===== config.mk =====
export PLATFORM = sky130hd
export DESIGN_NAME = nibram_cpu_seq
export DESIGN_NICKNAME = d
export VERILOG_FILES = /design/src/rtl/nibseq_pkg.sv /design/src/rtl/nibseq_slot_timer.sv /design/src/rtl/nibseq_cpu_phase.sv /design/src/rtl/nibseq_nibble_path.sv /design/src/rtl/nibram_cpu_seq.sv
export SDC_FILE = /design/constraint.sdc
export NUM_CORES = 1
export LEC_CHECK = 0
export BUFFER_PORTS_ARGS = -buffer_cell sky130_fd_sc_hd__buf_2
export CORE_UTILIZATION = 50
export DETAILED_ROUTE_END_ITERATION = 10
export GPL_TIMING_DRIVEN = 1
export HOLD_SLACK_MARGIN = 0.15
export PLACE_DENSITY = 0.8
export RECOVER_POWER = 100
export SETUP_SLACK_MARGIN = 0.15
export SLEW_MARGIN = 25
export SYNTH_ARGS = -nofsm -noshare
export SYNTH_HDL_FRONTEND = slang
export SYNTH_HIERARCHICAL = 1
export SYNTH_SLANG_ARGS = --single-unit

===== constraint.sdc =====
create_clock -name clk -period 2.4 [get_ports clk]
set_input_delay 0 -clock clk [delete_from_list [all_inputs] [get_ports clk]]
set_output_delay 0 -clock clk [all_outputs]
set_load 0.1 [all_outputs]

===== src/rtl/nibseq_pkg.sv =====
package nibseq_pkg;

  // Position inside an access slot; every cycle past the low column is rest.
  typedef enum logic [2:0] {
    PH_ROW  = 3'd0,
    PH_HI   = 3'd1,
    PH_GAP  = 3'd2,
    PH_LO   = 3'd3,
    PH_REST = 3'd4
  } phase_e;

  // Shortest legal slot: row, hi, gap, lo, one rest cycle, slot end.
  localparam int unsigned SLOT_MIN = 6;

endpackage


===== src/rtl/nibseq_slot_timer.sv =====
module nibseq_slot_timer
  import nibseq_pkg::*;
#(
  parameter int unsigned SLOT_LEN = 8
) (
  input  logic   clk,
  input  logic   rst_n,
  output phase_e phase,
  output logic   slot_end
);

  localparam int unsigned CW   = (SLOT_LEN > 1) ? $clog2(SLOT_LEN) : 1;
  localparam logic [CW-1:0] LAST = CW'(SLOT_LEN - 1);

  logic [CW-1:0] cyc_q;
  logic [CW-1:0] cyc_d;

  always_comb begin
    slot_end = (cyc_q == LAST);
    cyc_d    = slot_end ? '0 : cyc_q + CW'(1);
  end

  always_comb begin
    if      (cyc_q == CW'(0)) phase = PH_ROW;
    else if (cyc_q == CW'(1)) phase = PH_HI;
    else if (cyc_q == CW'(2)) phase = PH_GAP;
    else if (cyc_q == CW'(3)) phase = PH_LO;
    else                      phase = PH_REST;
  end

  // Reset parks the counter on the last cycle so strobes are idle.
  always_ff @(posedge clk or negedge rst_n) begin
    if (!rst_n) cyc_q <= LAST;
    else        cyc_q <= cyc_d;
  end

endmodule


===== src/rtl/nibseq_cpu_phase.sv =====
module nibseq_cpu_phase #(
  parameter int unsigned AW = 16,
  parameter int unsigned DW = 8
) (
  input  logic          clk,
  input  logic          rst_n,
  input  logic          slot_end,
  input  logic          vid_own,
  input  logic [AW-1:0] cpu_addr,
  input  logic          cpu_rnw,
  input  logic [DW-1:0] cpu_wdata,
  input  logic [DW-1:0] rd_byte,
  output logic          own_vid,
  output logic          cpu_clk,
  output logic [AW-1:0] addr_q,
  output logic          rnw_q,
  output logic [DW-1:0] wr_byte,
  output logic [DW-1:0] cpu_rdata
);

  logic          own_q;
  logic          clk_q;
  logic [DW-1:0] wr_q;
  logic [DW-1:0] rd_q;

  logic clk_en, rise, fall;
  logic own_en, req_en, wr_en, rd_en;

  always_comb begin
    clk_en = slot_end & ~own_q;
    rise   = clk_en & ~clk_q;
    fall   = clk_en &  clk_q;
    own_en = slot_end;
    req_en = fall;
    wr_en  = rise & ~rnw_q;
    rd_en  = rise &  rnw_q;
  end

  always_ff @(posedge clk or negedge rst_n) begin
    if (!rst_n)      own_q <= 1'b1;
    else if (own_en) own_q <= vid_own;
  end

  always_ff @(posedge clk or negedge rst_n) begin
    if (!rst_n)      clk_q <= 1'b0;
    else if (clk_en) clk_q <= ~clk_q;
  end

  always_ff @(posedge clk or negedge rst_n) begin
    if (!rst_n) begin
      addr_q <= '0;
      rnw_q  <= 1'b1;
    end else if (req_en) begin
      addr_q <= cpu_addr;
      rnw_q  <= cpu_rnw;
    end
  end

  always_ff @(posedge clk or negedge rst_n) begin
    if (!rst_n)     wr_q <= '0;
    else if (wr_en) wr_q <= cpu_wdata;
  end

  always_ff @(posedge clk or negedge rst_n) begin
    if (!rst_n)     rd_q <= '0;
    else if (rd_en) rd_q <= rd_byte;
  end

  assign own_vid   = own_q;
  assign cpu_clk   = clk_q;
  assign wr_byte   = wr_q;
  assign cpu_rdata = rd_q;

endmodule


===== src/rtl/nibseq_nibble_path.sv =====
module nibseq_nibble_path
  import nibseq_pkg::*;
#(
  parameter int unsigned NW = 4
) (
  input  logic            clk,
  input  logic            rst_n,
  input  phase_e          phase,
  input  logic            cap_en,
  input  logic [NW-1:0]   ram_rdata,
  input  logic [2*NW-1:0] wr_byte,
  output logic [2*NW-1:0] rd_byte,
  output logic [NW-1:0]   ram_wdata
);

  localparam int unsigned DW = 2 * NW;

  logic [DW-1:0] asm_q;
  logic [DW-1:0] asm_d;
  logic          asm_en;

  always_comb begin
    asm_en = cap_en & ((phase == PH_HI) | (phase == PH_LO));
    asm_d  = asm_q;
    if (phase == PH_HI) asm_d = {ram_rdata, {NW{1'b0}}};
    else                asm_d = asm_q | {{NW{1'b0}}, ram_rdata};
  end

  always_ff @(posedge clk or negedge rst_n) begin
    if (!rst_n)      asm_q <= '0;
    else if (asm_en) asm_q <= asm_d;
  end

  always_comb begin
    if (phase == PH_LO) ram_wdata = wr_byte[NW-1:0];
    else                ram_wdata = wr_byte[DW-1:NW];
  end

  assign rd_byte = asm_q;

endmodule


===== src/rtl/nibram_cpu_seq.sv =====
module nibram_cpu_seq
  import nibseq_pkg::*;
#(
  parameter int unsigned AW          = 16,
  parameter int unsigned COL_W       = 8,
  parameter int unsigned NW          = 4,
  parameter int unsigned SLOT_LEN    = 8,
  parameter int unsigned SYNC_STAGES = 2
) (
  input  logic                  clk,
  input  logic                  rst_n,
  input  logic                  vid_own,
  input  logic [AW-1:0]         vid_addr,
  input  logic [AW-1:0]         cpu_addr,
  input  logic                  cpu_rnw,
  input  logic [2*NW-1:0]       cpu_wdata,
  output logic [2*NW-1:0]       cpu_rdata,
  output logic                  cpu_clk,
  output logic [AW-COL_W:0]     ram_row,
  output logic [COL_W-1:0]      ram_col,
  output logic                  ram_ras_n,
  output logic                  ram_cas_n,
  output logic                  ram_we_n,
  output logic [NW-1:0]         ram_wdata,
  input  logic [NW-1:0]         ram_rdata
);

  localparam int unsigned DW = 2 * NW;
  localparam int unsigned NA = AW + 1;

  // Reset: asserted asynchronously, released through a flop chain.
  logic [SYNC_STAGES-1:0] sync_q;
  logic                   rst_sync_n;

  always_ff @(posedge clk or negedge rst_n) begin
    if (!rst_n) sync_q <= '0;
    else        sync_q <= {sync_q[SYNC_STAGES-2:0], 1'b1};
  end
  assign rst_sync_n = sync_q[SYNC_STAGES-1];

  phase_e        phase;
  logic          slot_end;
  logic          own_vid;
  logic [AW-1:0] addr_q;
  logic          rnw_q;
  logic [DW-1:0] wr_byte;
  logic [DW-1:0] rd_byte;

  nibseq_slot_timer #(.SLOT_LEN(SLOT_LEN)) u_timer (
    .clk      (clk),
    .rst_n    (rst_sync_n),
    .phase    (phase),
    .slot_end (slot_end)
  );

  nibseq_cpu_phase #(.AW(AW), .DW(DW)) u_cpu (
    .clk       (clk),
    .rst_n     (rst_sync_n),
    .slot_end  (slot_end),
    .vid_own   (vid_own),
    .cpu_addr  (cpu_addr),
    .cpu_rnw   (cpu_rnw),
    .cpu_wdata (cpu_wdata),
    .rd_byte   (rd_byte),
    .own_vid   (own_vid),
    .cpu_clk   (cpu_clk),
    .addr_q    (addr_q),
    .rnw_q     (rnw_q),
    .wr_byte   (wr_byte),
    .cpu_rdata (cpu_rdata)
  );

  logic write_slot;
  logic in_access;
  logic cap_en;
  logic half;
  logic [AW-1:0] byte_addr;
  logic [NA-1:0] nib_addr;

  always_comb begin
    write_slot = ~own_vid & cpu_clk & ~rnw_q;
    in_access  = (phase == PH_HI) | (phase == PH_GAP) | (phase == PH_LO);
    cap_en     = ~own_vid & ~write_slot;
    half       = (phase == PH_LO);
    byte_addr  = own_vid ? vid_addr : addr_q;
    nib_addr   = {byte_addr, half};
  end

  nibseq_nibble_path #(.NW(NW)) u_path (
    .clk       (clk),
    .rst_n     (rst_sync_n),
    .phase     (phase),
    .cap_en    (cap_en),
    .ram_rdata (ram_rdata),
    .wr_byte   (wr_byte),
    .rd_byte   (rd_byte),
    .ram_wdata (ram_wdata)
  );

  always_comb begin
    ram_row   = nib_addr[NA-1:COL_W];
    ram_col   = nib_addr[COL_W-1:0];
    ram_ras_n = (phase == PH_REST);
    ram_cas_n = ~((phase == PH_HI) | (phase == PH_LO));
    ram_we_n  = ~(write_slot & in_access);
  end

endmodule


==> impl_results.md <==
- Status: finished with violations
- Failing checks: capacitance limit, slew limit, setup timing
- Initial drt markers: 96
- Worst-Skew Late Latency: between 200 and 300 ps
- Mean Syn Cell Area: roughly 15 um^2
- CP Launch Point: u_timer/cyc_q[0]$_DFF_PN1_
- Async S/R FF share, synth: 100.0%
- P&R area growth vs syn: 46.54%
- Routed len/inst: 14.57 um
- First-pass DRT Iterations: 4
- Core area: 0.004414 mm^2
- Number of diodes: 0
- Crit path required time: ~2400 ps
- Setup-failing EPs final: 4
- Die X: approximately 70 um
- Post-DP Area: 0.002815 mm^2
- Peak fanout along the critical path: 4
- Slowest cell on the critical path: dfstp_2
- Cell Rows: 24
- Max Fclk: a little over 0.4 GHz
- Cells after synthesis: 159
- Logic pwr share: around two fifths
- Worst-case clock skew: 4.751 ps
- CP Buf/Inv Count: 3
- Final Hold Viols: 0
- Number of max-cap violations: 1
- GR Overflow Total: 0
- Design Area, Final: 0.003396 mm^2
- Htree depth: 2
- Sum Neg Setup Slack: -23.67 ps
- Initial antenna violation count: 0
- CTS tree: yes
- Vias in the first global route: 1743
- Path length in cells of the critical path: 8
- Final Max Tran Viols: 47
- Placed cell count: around 290
- Cell area after synthesis: ~0.0023 mm^2
- Slew HR: -20.31%
- Register bit total from synthesis: 48
- Count of distinct cell types in the synthesized netlist: 27
- Sequential-to-total area share from yosys stat: between 50% and 60%
- Worst Path Arrival: 2410 ps
- All-layer global routing usage: about a fifth
- Final Wtd Congestion: 0.7018
- Reg2Reg Depth: 8
- CP Cell Sequence: inv_2, ha_4, or3_4, a21oi_4, nand3b_1, buf_6, mux2_4, buf_12
- Routed wire length: around 4900 um
- Dpl hpwl: 3067 um
- Flop pwr share: between 30% and 40%
- Total CTS buffers: 5
- Peak supply drop: around 0.00052 V
- P_sw: between 1 and 1.5 mW
- Worst hold start: sync_q[0]$_DFF_PN0_
- Crit Path Category: reg2out
- Cell taking the most area after synthesis: dfrtp_1
- CP startpoint kind: register
- Worst hold path type: reg2reg
- Final worst slack: -7.074 ps
- Worst-margin pin slew: about 1800 ps
- First-pass GRT wire length: just under 8000 um
- Clock power frac: 19.4%
- Ys Warns: 6
- Delay-heaviest family, CP: flip-flops
- Clock root cell: clkbuf_8
- Post-synth EDFFs: 0
- Internal power: 1.526 mW
- Leakage: around 1.6 nW
- Max stage delay on crit path: around 560 ps
- Synth Net Count: 213
- Final period utilization: 100.3%
- Clock-pin transition on the worst setup and hold timing paths: approximately 80 ps
- DRC: 0
- R2r startpoint: u_timer/cyc_q[0]$_DFF_PN1_
- RSZ-0062 raised after global routing: true
- Clk sink count: 48
- Finished Layout Cells: approximately 330
- Synth top area cells: dfrtp_1 46%, mux2_2 22%, mux2_4 7.8%
- Critical path endpoint: ram_wdata[3]
- Die Height: between 70 and 80 um
- Share of cells above drive strength 1: a little under three fifths
- Antenna-violating nets left: 0
- Starting Density: 52.49%
- Post-layout minimum cycle time: ~2400 ps
- Worst Hold Depth: 0
- Layout Nets: roughly 340
- Reg2reg end: u_path/rd_byte[4]$_DFFE_PN0P_
- Port bufs: 80
- Primary FF master, synth: dfrtp_1
- Vias: 1693
- CTS max path bufs: 2
- Area share of the largest cell type after synthesis: about 46%
- Kind of end point of the critical path: output port
- Die area: 0.004911 mm^2
- Switching share of power: between 40% and 50%
- Via density: between 5 and 6
- IO Count: between 80 and 90
- Largest net degree at the start of global routing: between 40 and 50
- R2r setup slk: approximately 50 ps
- PwrDens: 778.9 mW/mm^2
## flip-flops by register name, summed over array words and instances, names as in the netlist
signal / count
u_cpu/rnw_q: 1
u_cpu/cpu_clk: 1
sync_q: 2
u_cpu/wr_byte: 8
u_path/rd_byte: 8
u_cpu/addr_q: 16
u_cpu/own_vid: 1
u_cpu/cpu_rdata: 8
u_timer/cyc_q: 3
## layout by cell type (no fill, tap or decap), types with 2 or more instances in the layout
cell type,instances
clkbuf_2,15
dlygate4sd3_1,32
ha_1,3
and4bb_1,2
clkbuf_8,7
nor2b_1,2
mux2_2,42
buf_4,7
nor2_1,6
clkbuf_1,10
inv_1,7
buf_2,49
a21oi_1,4
nand4b_1,4
dfstp_2,4
buf_6,2
mux2_4,16
inv_2,2
ha_4,2
dfrtp_1,43
buf_12,6
## area by class of cell
| cell class | instances | area, um^2 |
|---|---|---|
| inverters | 9 | 33.78 |
| well taps | 52 | 65.06 |
| repair buffers | 121 | 894.6 |
| multi-input cells | 96 | 1095 |
| flip-flops and latches | 48 | 1207 |
| fillers | 281 | 1018 |
| clock buffers | 8 | 100.1 |
## logic make-up after synthesis
logic type	after synthesis	share of synthesized area, %
mux	58	30.13
flops	48	52.11
simple gates	21	7.073
buf+inv	15	4.427
compound gates	9	2.484
fa+ha+maj	6	3.240
other cells	1	0.1618
xor+xnor	1	0.3780
## metrics by stage
step | worst slack (ps) | utilization, % | power, mW | hold slack [ps]
after global placement | 112.4 | 63.78 | 2.043 | -214.2
after global routing | -99.58 | 76.93 | 2.755 | 371.5
after CTS | 41.65 | 76.19 | 2.669 | 368.7
after floorplan | -220.2 | - | 1.901 | -295.6
final | -7.074 | 76.93 | 2.645 | 366.4
after detailed placement | 61.05 | 63.78 | 2.061 | -207.5
## synth_stat cells, types with 2 or more instances
master / count
mux2_4: 12
inv_1: 9
ha_1: 6
nand2b_1: 2
dfstp_2: 5
nor2_1: 6
buf_6: 3
dfrtp_1: 43
buf_4: 2
nor2b_1: 2
nand4b_1: 4
mux2_2: 46
a21oi_1: 5
## routing by layer
metal / global-route usage, % / wire (um)
met1: 23.83 / 2074
met4: 6.889 / 78
met5: 0 / 0
met3: 5.772 / 188
met2: 36.54 / 2527
## what timing repair did
| action | in CTS | in global routing |
|---|---|---|
| hold buffers | 32 | 0 |
| endpoints found under the setup margin | 11 | 11 |
| pin swaps | 3 | 2 |
| endpoints found under the hold margin | 36 | 0 |
| buffers inserted | 4 | 2 |
| gates resized for setup | 26 | 9 |
## worst min path at each step
stage / end
final: sync_q[1]$_DFF_PN0_
after CTS: sync_q[1]$_DFF_PN0_
after detailed placement: sync_q[0]$_DFF_PN0_
after global placement: sync_q[0]$_DFF_PN0_
after floorplan: sync_q[0]$_DFF_PN0_
after global routing: sync_q[1]$_DFF_PN0_
## power groups by stage
stage | Clock (mW) | Sequential, mW | Combinational [mW]
finish | 0.514 | 1.05 | 1.08
global route | 0.571 | 1.08 | 1.11
CTS | 0.528 | 1.05 | 1.09
detailed placement | 0 | 1.07 | 0.991
global placement | 0 | 1.06 | 0.979
floorplan | 0 | 1.29 | 0.612
Power figures use the tool's default switching activity.
